===== config.mk =====
export PLATFORM = sky130hd
export DESIGN_NAME = sertx_top
export DESIGN_NICKNAME = d
export VERILOG_FILES = /design/src/rtl/sertx_pkg.sv /design/src/rtl/sertx_parity.sv /design/src/rtl/sertx_buffer.sv /design/src/rtl/sertx_shift.sv /design/src/rtl/sertx_fsm.sv /design/src/rtl/sertx_top.sv
export SDC_FILE = /design/constraint.sdc
export NUM_CORES = 1
export LEC_CHECK = 0
export ABC_AREA = 0
export BUFFER_PORTS_ARGS = -buffer_cell sky130_fd_sc_hd__buf_2
export CAP_MARGIN = 15
export CORE_MARGIN = 2
export CORE_UTILIZATION = 47
export DETAILED_ROUTE_END_ITERATION = 10
export PLACE_DENSITY = 0.68
export SYNTH_ARGS = -nofsm -noshare
export SYNTH_HDL_FRONTEND = slang
export SYNTH_SLANG_ARGS = --single-unit

===== constraint.sdc =====
create_clock -name clk -period 1.9 [get_ports clk]
set_input_delay 0.285 -clock clk [delete_from_list [all_inputs] [get_ports clk]]
set_output_delay 0.285 -clock clk [all_outputs]
set_load 0.05 [all_outputs]

===== src/rtl/sertx_pkg.sv =====
package sertx_pkg;

    typedef enum logic [2:0] {
        S_IDLE = 3'd0,
        S_PRE  = 3'd1,
        S_BRK  = 3'd2,
        S_MARK = 3'd3,
        S_DATA = 3'd4
    } tx_state_e;

endpackage


===== src/rtl/sertx_parity.sv =====
module sertx_parity #(
    parameter int DATA_W = 8
) (
    input  logic [DATA_W-1:0] raw,
    input  logic              mode9,
    input  logic              par_en,
    input  logic              par_odd,
    input  logic              bit9_sw,
    output logic [DATA_W-1:0] body,
    output logic              xbit
);
    localparam int TOP = DATA_W - 1;

    logic [DATA_W-1:0] chain;

    assign chain[0] = raw[0];
    for (genvar g = 1; g < DATA_W; g++) begin : g_xor
        assign chain[g] = chain[g-1] ^ raw[g];
    end

    logic par_low;
    logic par_all;

    assign par_low = chain[TOP-1] ^ par_odd;
    assign par_all = chain[TOP] ^ par_odd;

    always_comb begin
        body      = raw;
        body[TOP] = (!mode9 && par_en) ? par_low : raw[TOP];
        xbit      = par_en ? par_all : bit9_sw;
    end

endmodule


===== src/rtl/sertx_buffer.sv =====
module sertx_buffer #(
    parameter int DATA_W = 8
) (
    input  logic              clk,
    input  logic              rst_n,
    input  logic              wr_stb,
    input  logic [DATA_W-1:0] wr_data,
    input  logic              take,
    output logic [DATA_W-1:0] hold_data,
    output logic              full
);
    always_ff @(posedge clk or negedge rst_n) begin
        if (!rst_n) begin
            hold_data <= '0;
            full      <= 1'b0;
        end else if (wr_stb) begin
            hold_data <= wr_data;
            full      <= 1'b1;
        end else if (take) begin
            full      <= 1'b0;
        end
    end

endmodule


===== src/rtl/sertx_shift.sv =====
module sertx_shift #(
    parameter int FR_W = 11
) (
    input  logic            clk,
    input  logic            rst_n,
    input  logic            ld,
    input  logic [FR_W-1:0] frame,
    input  logic            adv,
    output logic            txd
);
    logic [FR_W-2:0] sh;

    always_ff @(posedge clk or negedge rst_n) begin
        if (!rst_n) begin
            txd <= 1'b1;
            sh  <= '1;
        end else if (ld) begin
            txd <= frame[0];
            sh  <= frame[FR_W-1:1];
        end else if (adv) begin
            txd <= sh[0];
            sh  <= {1'b1, sh[FR_W-2:1]};
        end
    end

endmodule


===== src/rtl/sertx_fsm.sv =====
module sertx_fsm
    import sertx_pkg::*;
#(
    parameter int FR_W = 11
) (
    input  logic      clk,
    input  logic      rst_n,
    input  logic      baud_tick,
    input  logic      tx_en,
    input  logic      brk_req,
    input  logic      buf_full,
    input  logic      mode9,
    output tx_state_e load_kind,
    output logic      ld,
    output logic      take,
    output logic      tc
);
    localparam int CW = $clog2(FR_W + 1);
    localparam logic [CW-1:0] LAST_LONG  = CW'(FR_W - 1);
    localparam logic [CW-1:0] LAST_SHORT = CW'(FR_W - 2);

    tx_state_e     state;
    tx_state_e     nxt;
    logic [CW-1:0] cnt;
    logic          pre_q;
    logic          en_d;
    logic          en_rise;
    logic          pre_want;
    logic          free;
    logic          step;

    assign en_rise  = tx_en && !en_d;
    assign pre_want = pre_q || en_rise;
    assign free     = (state == S_IDLE) || (cnt == '0);
    assign step     = baud_tick && free;

    // next-state decision at a frame boundary
    always_comb begin
        nxt = state;
        if (step) begin
            if (!tx_en) begin
                nxt = S_IDLE;
            end else if (pre_want) begin
                nxt = S_PRE;
            end else if (brk_req) begin
                nxt = S_BRK;
            end else begin
                unique case (state)
                    S_BRK:                        nxt = S_MARK;
                    S_IDLE, S_PRE, S_MARK, S_DATA: nxt = buf_full ? S_DATA : S_IDLE;
                    default:                      nxt = S_IDLE;
                endcase
            end
        end
    end

    // state register
    always_ff @(posedge clk or negedge rst_n) begin
        if (!rst_n) begin
            state <= S_IDLE;
        end else begin
            state <= nxt;
        end
    end

    // bit counter, preamble queue and enable history
    always_ff @(posedge clk or negedge rst_n) begin
        if (!rst_n) begin
            cnt   <= '0;
            pre_q <= 1'b0;
            en_d  <= 1'b0;
        end else begin
            en_d <= tx_en;
            if (step) begin
                unique case (nxt)
                    S_PRE, S_BRK, S_DATA: cnt <= mode9 ? LAST_LONG : LAST_SHORT;
                    default:              cnt <= '0;
                endcase
            end else if (baud_tick && cnt != '0) begin
                cnt <= cnt - 1'b1;
            end
            if (!tx_en) begin
                pre_q <= 1'b0;
            end else if (step && nxt == S_PRE) begin
                pre_q <= 1'b0;
            end else if (en_rise) begin
                pre_q <= 1'b1;
            end
        end
    end

    // outputs
    always_comb begin
        load_kind = nxt;
        ld        = step;
        take      = step && (nxt == S_DATA);
        tc        = (state == S_IDLE) && !buf_full && !pre_q && !(tx_en && brk_req);
    end

endmodule


===== src/rtl/sertx_top.sv =====
module sertx_top
    import sertx_pkg::*;
#(
    parameter int DATA_W = 8
) (
    input  logic              clk,
    input  logic              rst_n,
    input  logic              baud_tick,
    input  logic              tx_en,
    input  logic              mode9,
    input  logic              par_en,
    input  logic              par_odd,
    input  logic              bit9_sw,
    input  logic              brk_req,
    input  logic              loop_en,
    input  logic              rx_pin,
    input  logic              wr_stb,
    input  logic [DATA_W-1:0] wr_data,
    input  logic              tdre_ie,
    input  logic              tc_ie,
    output logic              txd,
    output logic              rx_to_rcv,
    output logic              tdre,
    output logic              tc,
    output logic              irq
);
    localparam int FR_W = DATA_W + 3;

    logic [DATA_W-1:0] hold_data;
    logic [DATA_W-1:0] body;
    logic              xbit;
    logic              buf_full;
    logic              take;
    logic              ld;
    tx_state_e         load_kind;
    logic [FR_W-1:0]   frame;

    sertx_buffer #(.DATA_W(DATA_W)) u_buf (
        .clk       (clk),
        .rst_n     (rst_n),
        .wr_stb    (wr_stb),
        .wr_data   (wr_data),
        .take      (take),
        .hold_data (hold_data),
        .full      (buf_full)
    );

    sertx_parity #(.DATA_W(DATA_W)) u_par (
        .raw     (hold_data),
        .mode9   (mode9),
        .par_en  (par_en),
        .par_odd (par_odd),
        .bit9_sw (bit9_sw),
        .body    (body),
        .xbit    (xbit)
    );

    sertx_fsm #(.FR_W(FR_W)) u_fsm (
        .clk       (clk),
        .rst_n     (rst_n),
        .baud_tick (baud_tick),
        .tx_en     (tx_en),
        .brk_req   (brk_req),
        .buf_full  (buf_full),
        .mode9     (mode9),
        .load_kind (load_kind),
        .ld        (ld),
        .take      (take),
        .tc        (tc)
    );

    // frame image chosen by what the controller loads next
    always_comb begin
        unique case (load_kind)
            S_DATA:  frame = {1'b1, (mode9 ? xbit : 1'b1), body, 1'b0};
            S_BRK:   frame = '0;
            default: frame = '1;
        endcase
    end

    sertx_shift #(.FR_W(FR_W)) u_shift (
        .clk   (clk),
        .rst_n (rst_n),
        .ld    (ld),
        .frame (frame),
        .adv   (baud_tick),
        .txd   (txd)
    );

    assign tdre      = !buf_full;
    assign irq       = (tdre && tdre_ie) || (tc && tc_ie);
    assign rx_to_rcv = loop_en ? txd : rx_pin;

endmodule


## After elaboration in Yosys (flattened, before gate mapping)

Cells that the tools add are included.

- Add/subtract/negate cells: 1
- Equality and inequality tests: 8
- Mux-type cells: 24
- Bitwise logic cells: 9
- Reductions and logical operators: 28

Operator list:

| cell | count |
|---|---|
| $pmux 11 s2 | 1 |
| $mux 10 | 2 |
| $mux 3 | 5 |
| $logic_and 1x1->1 | 12 |
| $mux 4 | 3 |
| $mux 1 | 11 |
| $eq 3x2->1 const B | 3 |
| $xor 1x1->1 | 9 |
| $eq 3x1->1 const B | 2 |
| $eq 3x3->1 const B | 2 |
| $pmux 3 s2 | 1 |
| $reduce_bool 2->1 | 3 |
| $logic_not 1->1 | 5 |
| $logic_not 4->1 | 1 |
| $reduce_bool 4->1 | 1 |
| $reduce_or 4->1 | 1 |
| $sub 4x1->4 const B | 1 |
| $logic_not 3->1 | 1 |
| $logic_or 1x1->1 | 3 |
| $ne 3x1->1 const B | 1 |
| $reduce_or 3->1 | 1 |
| $mux 2 | 1 |

- Bits in registers: 29
- Input bits: 22

## Longest topological paths before layout

Gate-level depths: netlist of run 1.

- Depth after elaboration: 12
- Depth in mapped cells: 8
- Mapped depth without buffers: 7

## Modules after synthesis

From an unflattened synthesis of run 1, not the netlist that was laid out.

- Cell total of the unflattened synthesis: 175
- Area total of the unflattened synthesis: 1858.0 sq um

Modules (own cells, without submodules):

| module | instances | cells an instance | area an instance (sq um) |
|---|---|---|---|
| sertx_fsm | 1 | 60 | 594.3 |
| sertx_shift | 1 | 47 | 510.5 |
| sertx_buffer | 1 | 20 | 369.1 |
| sertx_top | 1 | 29 | 215.2 |
| sertx_parity | 1 | 19 | 168.9 |

## Worst setup path after synthesis of run 1

No wires, ideal clock.

- Kind: flip-flop to output port
- From: register u_fsm.state[0]
- To: output irq
- Arrival: 3945 ps
- Data required time: 1615 ps
- Slack: -2330 ps
- Cell stages (with the launch flop): 5
- Path through: dfrtp_1 nor3_2 inv_1 a2111oi_0 a22o_1

- Longest elaborated chain between the ends: 6

RTL lines:

| element | line | source |
|---|---|---|
| start: declaration | sertx_fsm.sv:22 | `tx_state_e state;` |
| start signal: assignment | sertx_fsm.sv:62 | `state <= nxt;` |
| $logic_not 3->1 | sertx_fsm.sv:97 | `tc = (state == S_IDLE) && !buf_full && !pre_q && !(tx_en && brk_req);` |
| $logic_and 1x1->1 (3 in a row) | sertx_fsm.sv:97 |  |
| net tc | sertx_top.sv:24 | `output logic tc,` |
| $logic_and 1x1->1 | sertx_top.sv:91 | `assign irq = (tdre && tdre_ie) \|\| (tc && tc_ie);` |
| $logic_or 1x1->1 | sertx_top.sv:91 |  |
| end: declaration | sertx_top.sv:25 | `output logic irq` |

The timed path passes the listed nets, and every way through them passes these cells.

## Worst setup path after layout of run 1

- From: register u_fsm.state[2]
- To: output irq

- Longest elaborated chain between the ends: 6

RTL lines:

| element | line |
|---|---|
| $logic_not 3->1 | sertx_fsm.sv:97 |
| $logic_and 1x1->1 (3 in a row) | sertx_fsm.sv:97 |
| $logic_and 1x1->1 | sertx_top.sv:91 |
| $logic_or 1x1->1 | sertx_top.sv:91 |

No other way between the ends.

==> results of run 1 <==
power groups by stage:
stage	Clock, mW	Combinational, mW	Sequential [mW]
floorplan	0	0.842	1.03
global placement	0	1.10	1.03
detailed placement	0	1.14	1.04
CTS	0.429	1.23	1.02
global route	0.457	1.41	1.06
finish	0.409	1.28	1.03
kinds of logic after synthesis:
group                    synth area share, %
adder cells (fa/ha/maj)                 1.63
flip-flops                              48.1
multiplexers                            7.33
XOR/XNOR                                5.54
AND/OR/NAND/NOR                         14.3
AO/OA/AOI/OAI                           19.7
buffers and inverters                   3.34
area by class of cell:
| class | count | area, um2 |
|---|---|---|
| multi-input cells | 103 | 795 |
| fillers | 270 | 1160 |
| flip-flops and latches | 29 | 739 |
| clock inverters | 2 | 13.8 |
| repair buffers | 38 | 231 |
| inverters | 8 | 30.0 |
| well taps | 44 | 55.1 |
| clock buffers | 6 | 51.3 |
routing by layer:
layer	routed length [um]	up-vias	GRT usage, %
li1	-	603	-
met1	1490	638	23.1
met2	1640	29	35.7
met3	134	4	6.30
met4	15	0	5.59
met5	0	-	0
timing repair:
item,4_1_cts,5_1_grt
hold buffers,1,0
hold endpoints to repair,18,0
endpoints found under the setup margin,10,10
setup buffers,4,2
gates resized for setup,4,4
pin swaps,2,2
through the flow:
step	TNS, ns	utilization [%]	std cells	hold WS (ns)	setup slack [ns]
after floorplan	-0.184	-	145	-0.0106	-0.184
after global placement	0	57.6	215	0.338	0.0527
after detailed placement	-0.0565	57.6	215	0.347	-0.0217
after CTS	0	61.4	228	0.118	0.0129
after global routing	-0.0749	62.2	230	0.112	-0.0332
final	0	62.2	230	0.139	0.0592
worst max path at each step:
stage,startpoint,end,slack [ns],cells after the start
CTS,u_fsm.cnt[0]$_DFFE_PN0P_,u_shift.sh[8]$_DFFE_PN1P_,0.01,7
finish,u_fsm.state[2]$_DFF_PN0_,irq,0.06,5
detailed placement,u_fsm.cnt[0]$_DFFE_PN0P_,u_shift.sh[2]$_DFFE_PN1P_,-0.02,7
floorplan,u_fsm.state[2]$_DFF_PN0_,irq,-0.18,4
global placement,u_fsm.cnt[0]$_DFFE_PN0P_,u_shift.sh[2]$_DFFE_PN1P_,0.05,7
global route,u_fsm.cnt[0]$_DFFE_PN0P_,u_shift.sh[0]$_DFFE_PN1P_,-0.03,7
registers in the layout, indices dropped and copies added (netlist names):
name / count
u_fsm.cnt: 4
u_buf.full: 1
u_fsm.state: 3
u_buf.hold_data: 8
u_fsm.pre_q: 1
u_fsm.en_d: 1
u_shift.txd: 1
u_shift.sh: 10
synthesized netlist by cell type (all sizes together):
cell     instances  share of area (%)
xnor2            7                4.0
xor3             1                1.5
nor2            15                3.7
a22oi            8                3.9
nor4             1                1.4
nand3            1               0.33
a2111oi          1               0.57
a211o            1               0.57
nor3b            2               0.98
a21o             1               0.49
inv              8                2.0
o21a             1               0.49
nor3             3                1.3
a31oi            2               0.81
o22ai            1               0.41
a21oi           12                4.6
o311a            1               0.65
nor2b            3                1.2
o2bb2ai          1               0.57
nand2            7                1.7
ha               2                1.6
o21ba            1               0.65
o32a             1               0.65
dfrtp           18                 29
a22o             1               0.57
mux2            10                7.3
o21ai            7                2.3
and2             2               0.81
buf              2               0.65
and3             1               0.49
nand3b           1               0.49
dfstp           11                 19
nand2b           2               0.81
clkbuf           3               0.73
nand4bb          1               0.73
o211ai           2                1.3
a221oi           2                1.1
or2              1               0.41
==> results_dict.tcl, run 1 <==
set metrics [dict create \
    status "finished clean" \
    clock_latency_ns 0.34 \
    ff2ff_path_depth 7 \
    drt_wl_total_mm 3.28 \
    grt_pass1_vias 1293 \
    hold_class "in2reg" \
    p_leak_nw 0.834 \
    ir_drop_v 0.000690 \
    clockBufferDepth 2 \
    hp-start "tx_en" \
    initial_core_util_pct 49.9 \
    final_common_cell "buf_2" \
    netlist_area_mm2 0.00154 \
    cts-buffers-inserted 5 \
    power.density_mw_per_mm2 1420 \
    slew_headroom_pct 57.3 \
    r2r_start "u_fsm.cnt[0]$_DFFE_PN0P_" \
    synthCells 145 \
    max_stage_delay_ns 0.42 \
    drt_iter0_markers 49 \
    place_area_mm2 0.00177 \
    viasPerCell 5.54 \
    yosysWarnings 0 \
    hold_viol 0 \
    crit_path_max_fanout 2 \
    grt_pass1_wl_mm 5.42 \
    fp.dieW_um 61.2 \
    synth_cell_types 41 \
    fin_skew_ns 0.0148 \
    ys_ff_latch 29 \
    end_kind "primary output" \
    antenna_cells 0 \
    cpMaxStageDelayCell "dfrtp_1" \
    die-area_mm2 0.00374 \
    synth_fp_nets 169 \
    maxCapViolCount 0 \
    worstPathArrival_ns 1.56 \
    grt_usage_pct 20.0 \
    min_to "u_fsm.en_d$_DFF_PN0_" \
    fin_crit_ns 1.84 \
    grt_start_max_net_pins 30 \
    power.share.clock_pct 15.0 \
    required_ns 1.62 \
    power_frac_seq_pct 37.9 \
    r2r_end "u_shift.sh[2]$_DFFE_PN1P_" \
    crit_type "reg2out" \
    antenna_found_initial 0 \
    drc_errors 0 \
    clock.fmax_mhz 543 \
    fp.dieH_um 61.2 \
    overflow 0 \
    hold_depth 1 \
    port_buffers 26 \
    critPathLaunchType "flop" \
    power_frac_comb_pct 47.1 \
    cts_tree "done" \
    ios 27 \
    dp_hpwl_mm 2.33 \
    layout_common_cells "24 x buf_2, 18 x dfrtp_1, 14 x nor2_1" \
    vias 1274 \
    report.final.setup_viol 0 \
    layout-drive-gt1-share_pct 42.5 \
    finalCritPeriodShare_pct 96.9 \
    path_delay_family "flip-flops" \
    first_pass_iters 5 \
    power_switching_mw 1.05 \
    rows 20 \
    yosysSeqAreaShare_pct 48.1 \
    fin_nets 209 \
    p_int_mw 1.67 \
    r2r_slack_ns 0.10 \
    drtAntennaViolNets 0 \
    tightest_slew_ns 0.641 \
    area_growth_pct 24.7 \
    finalWeightedCongestion 0.789 \
    path_clk_slew_ns 0.10 \
    htreeDepth 2 \
    wl_per_cell_um 14.3 \
    critPathBufInv 2 \
    final_cell_area_mm2 0.00192 \
    power_mw 2.73 \
    synth_area_per_cell_um2 10.6 \
    finalMaxSlewViolations 0 \
    core_mm2 0.00308 \
    path_cells "nor3_4, inv_2, a2111oi_4, a22o_4, buf_6" \
    switching_share_pct 38.7 \
    clockRootBuffer "clkbuf_4" \
    clkSinkCount 29 \
]
(Power assumes the default switching activity.)
==> run 2, diff against run 1 <==
- CTS_CLUSTER_DIAMETER: default -> 100
- GPL_TIMING_DRIVEN: default -> 0
- PLACE_DENSITY: 0.68 -> 0.69
==> results_dict.tcl, run 2 (synthesized netlist as in run 1, its figures left out) <==
set metrics [dict create \
    final_common_cell "buf_2" \
    wl_met2_mm 1.66 \
    crit_path_max_fanout 5 \
    largest_register_ffs 10 \
    layout-drive-gt1-share_pct 41.4 \
    hold_viol 0 \
    place_area_mm2 0.00175 \
    critPathBufInv 2 \
    dp_hpwl_mm 2.37 \
    cts_tree "done" \
    grt_pass1_wl_mm 5.50 \
    rsz0062_at_grt "yes" \
    fin_skew_ns 0.00938 \
    path_delay_family "flip-flops" \
    path_clk_slew_ns 0.09 \
    grt_usage_pct 20.7 \
    clock_latency_ns 0.32 \
    slew_headroom_pct 56.5 \
    required_ns 1.62 \
    htreeDepth 2 \
    wl_per_cell_um 14.6 \
    clockRootBuffer "clkbuf_4" \
    hold_class "in2reg" \
    report.final.setup_viol 0 \
    clock.fmax_mhz 528 \
    overflow 0 \
    ir_drop_v 0.000827 \
    drt_wl_total_mm 3.29 \
    vias 1259 \
    worstPathArrival_ns 1.61 \
    die-area_mm2 0.00374 \
    fp.dieH_um 61.2 \
    finalMaxSlewViolations 0 \
    antenna_found_initial 0 \
    power.density_mw_per_mm2 1390 \
    first_pass_iters 4 \
    end_kind "primary output" \
    fin_crit_ns 1.89 \
    status "finished clean" \
    layout_common_cells "24 x buf_2, 17 x dfrtp_1, 14 x nor2_1" \
    grt_start_max_net_pins 30 \
    critPathLaunchType "flop" \
    fp.dieW_um 61.2 \
    antenna_cells 0 \
    viasPerCell 5.60 \
    ios 27 \
    grt_pass1_vias 1235 \
    p_leak_nw 0.797 \
    finalCritPeriodShare_pct 99.6 \
    final_cell_area_mm2 0.00187 \
    finalWeightedCongestion 0.765 \
    drc_errors 0 \
    clkSinkCount 29 \
    maxCapViolCount 0 \
    cpMaxStageDelayCell "dfrtp_2" \
    drtAntennaViolNets 0 \
    tightest_slew_ns 0.653 \
    max_stage_delay_ns 0.45 \
    path_cells "nor3_4, inv_2, a2111oi_4, a22o_4, buf_8" \
    cts-buffers-inserted 5 \
    rows 20 \
    highest_layer "met4" \
    port_buffers 25 \
    drt_iter0_markers 30 \
    initial_core_util_pct 49.9 \
    core_mm2 0.00308 \
    utilization_pct 60.9 \
    crit_type "reg2out" \
    fin_nets 204 \
    wl_met1_mm 1.42 \
    wl_met3_um 145 \
    top_register "u_shift.sh" \
    area_growth_pct 21.9 \
    clockBufferDepth 2 \
    largestRegisters "u_shift.sh (10), u_buf.hold_data (8), u_fsm.cnt (4)" \
]
-- run 2: cell types whose count changed in the layout (fill, tap and decap cells not counted), sizes merged --
cell / delta
buf: -8
clkbuf: +3
-- run 2: worst reg2reg max path, delay by kind of cell, from the launching register on --
kind / cells / cell delay [ns]
AO/OA/AOI/OAI: 2 / 0.43
AND/OR/NAND/NOR: 3 / 0.52
buffers and inverters: 2 / 0.21
adder cells (fa/ha/maj): 1 / 0.21
flip-flops: 1 / 0.37
-- run 2: what timing repair did --
item / in CTS / in global routing
resized for setup: 7 / 11
setup buffers: 1 / 1
pin swaps: 2 / 2
endpoints found under the hold margin: 18 / 0
endpoints found under the setup margin: 14 / 14
hold buffers: 1 / 0
-- run 2: through the flow --
step,total power [mW],std cells,setup slack (ns),setup TNS (ns),hold slack (ns)
2_1_floorplan,1.88,145,-0.184,-0.184,-0.0106
3_3_place_gp,2.08,214,-0.0697,-0.576,0.335
3_5_place_dp,2.14,214,-0.115,-0.855,0.344
4_1_cts,2.55,224,-0.0159,-0.0159,0.144
5_1_grt,2.83,225,-0.129,-0.342,0.137
6_report,2.61,225,0.00743,0,0.159
-- run 2: layout make-up --
class                   count  area, um2
fillers                   279       1200
flip-flops and latches     29        741
inverters                   8       30.0
repair buffers             28        163
plain buffers               5       27.5
multi-input cells         103        806
well taps                  44       55.1
clock buffers               6       41.3
clock inverters             2       10.0
-- run 2: power breakdown --
group | internal (mW) | switching [mW]
Sequential | 0.878 | 0.169
Combinational | 0.549 | 0.671
Clock | 0.140 | 0.204
-- run 2: final timing paths --
check / endpoint / startpoint / depth (start not counted) / slack [ns]
min reg2reg: u_shift.sh[7]$_DFFE_PN1P_ / u_shift.sh[8]$_DFFE_PN1P_ / 2 / 0.50
max reg2reg: u_shift.sh[4]$_DFFE_PN1P_ / u_fsm.cnt[0]$_DFFE_PN0P_ / 8 / 0.09
min: u_fsm.en_d$_DFF_PN0_ / tx_en / 1 / 0.16
max: irq / u_fsm.state[0]$_DFF_PN0_ / 5 / 0.007
min in group asynchronous: u_buf.hold_data[1]$_DFFE_PN0P_ / rst_n / 2 / 0.53
max in group asynchronous: u_fsm.state[0]$_DFF_PN0_ / rst_n / 2 / 0.91
-- run 2: layer usage --
metal	vias to the layer above	global-route usage, %
met5	-	0
met1	626	25.3
met3	9	6.72
met2	27	33.3
li1	597	-
met4	0	9.32
==> run 3, diff against run 2 <==
- CORE_ASPECT_RATIO: default -> 0.5
- PLACE_DENSITY: 0.69 -> 0.67
==> results_dict.tcl, run 3 (synthesized netlist as in run 1, its figures left out) <==
set metrics [dict create \
    utilization_pct 64.7 \
    power.density_mw_per_mm2 1540 \
    clock_latency_ns 0.28 \
    slew_headroom_pct 57.0 \
    grt_start_max_net_pins 30 \
    grt_pass1_vias 1188 \
    report.final.setup_viol 0 \
    vias 1233 \
    r2r_start "u_fsm.cnt[1]$_DFFE_PN0P_" \
    initial_core_util_pct 50.1 \
    place_area_mm2 0.00175 \
    largestRegisters "u_shift.sh (10), u_buf.hold_data (8), u_fsm.cnt (4)" \
    layout_setup_ws_ns 0.0805 \
    cts-buffers-inserted 5 \
    drc_errors 0 \
    finalMaxSlewViolations 0 \
    final_common_cell "buf_2" \
    first_pass_iters 4 \
    crit_path_max_fanout 2 \
    layout-drive-gt1-share_pct 44.3 \
    fin_nets 206 \
    antenna_cells 0 \
    fin_skew_ns 0.00522 \
    critPathLaunchType "flop" \
    htreeDepth 2 \
    pre_cts_ws_ns -0.141 \
    dp_hpwl_mm 2.25 \
    fp.dieH_um 44.4 \
    power_frac_comb_pct 40.9 \
    max_stage_delay_ns 0.41 \
    fin_crit_ns 1.82 \
    worstPathArrival_ns 1.53 \
    cts_tree "done" \
    final_cell_area_mm2 0.00198 \
    power_mw 3.05 \
    ir_drop_v 0.000692 \
    fp.dieW_um 84.9 \
    power_frac_seq_pct 34.1 \
    top_register "u_shift.sh" \
    largest_register_ffs 10 \
    required_ns 1.62 \
    r2r_slack_ns 0.10 \
    clockBufferDepth 2 \
    die-area_mm2 0.00377 \
    clockRootBuffer "clkbuf_8" \
    clock.fmax_mhz 550 \
    antenna_found_initial 0 \
    path_cells "nor3_4, inv_2, a2111oi_4, a22o_4, buf_8" \
    path_delay_family "compound AO/OA/AOI/OAI gates" \
    cpMaxStageDelayCell "dfrtp_1" \
    p_leak_nw 0.845 \
    finalWeightedCongestion 0.802 \
    viasPerCell 5.53 \
    drt_wl_total_mm 3.37 \
    switching_share_pct 35.8 \
    path_clk_slew_ns 0.06 \
    ff2ff_path_depth 8 \
    power.share.clock_pct 25.0 \
    crit_type "reg2out" \
    rsz0062_at_grt "yes" \
    p_int_mw 1.96 \
    hold_class "in2async" \
    cts.hold.buffers_added 0 \
    ios 27 \
    clkSinkCount 29 \
    critPathBufInv 2 \
    holdWs_ns 0.0207 \
    dp_cells 210 \
    port_buffers 25 \
    drt_iter0_markers 62 \
    tightest_slew_ns 0.644 \
    finalCritPeriodShare_pct 95.8 \
    finalSetupTns_ns 0 \
    power_switching_mw 1.09 \
    rows 14 \
    area_growth_pct 29.0 \
    stdcell_count 223 \
    drtAntennaViolNets 0 \
    hold_viol 0 \
    overflow 0 \
    end_kind "primary output" \
    grt_pass1_wl_mm 5.55 \
    layout_common_cells "24 x buf_2, 18 x dfrtp_1, 14 x nor2_1" \
    core_mm2 0.00307 \
    grt_usage_pct 19.9 \
    wl_per_cell_um 15.1 \
    status "finished clean" \
    maxCapViolCount 0 \
    r2r_end "u_fsm.cnt[1]$_DFFE_PN0P_" \
]
## run 3: worst max-delay path by stage
stage	start	endpoint	slack, ns	cells past startpoint
finish	u_fsm.state[0]$_DFF_PN0_	irq	0.08	5
global route	u_fsm.state[1]$_DFF_PN0_	irq	-0.02	5
CTS	u_fsm.cnt[0]$_DFFE_PN0P_	u_shift.sh[5]$_DFFE_PN1P_	0.06	7
detailed placement	u_fsm.cnt[0]$_DFFE_PN0P_	u_shift.sh[5]$_DFFE_PN1P_	-0.14	7
global placement	u_fsm.cnt[0]$_DFFE_PN0P_	u_shift.sh[7]$_DFFE_PN1P_	-0.08	7
floorplan	u_fsm.state[2]$_DFF_PN0_	irq	-0.18	4
## run 3: final cells by class
type                            instances  area [um2]
Clock buffer                            5        68.8
Buffer                                  5        28.8
Clock inverter                          3        65.1
Timing Repair Buffer                   30         175
Fill cell                             258        1080
Multi-Input combinational cell        103         825
Tap cell                               40        50.0
Inverter                                8        30.0
Sequential cell                        29         739
## run 3: what timing repair did
item | CTS | global route
pin swaps | 2 | 4
endpoints found under the setup margin | 14 | 13
resized for setup | 6 | 15
setup buffers | 2 | 3
## run 3: layer usage
layer	vias to the layer above	part of all wire (%)	GRT usage, %
li1	597	-	-
met2	21	47	30.6
met4	0	1.8	9.52
met1	607	48	26.4
met5	-	0	0
met3	8	3.7	6.16
## run 3: power groups by stage
stage	Sequential (mW)	Clock [mW]	Combinational, mW
after detailed placement	1.04	0	1.08
after CTS	1.02	0.777	1.15
final	1.04	0.763	1.25
after floorplan	1.03	0	0.842
after global placement	1.03	0	1.06
after global routing	1.07	0.805	1.39
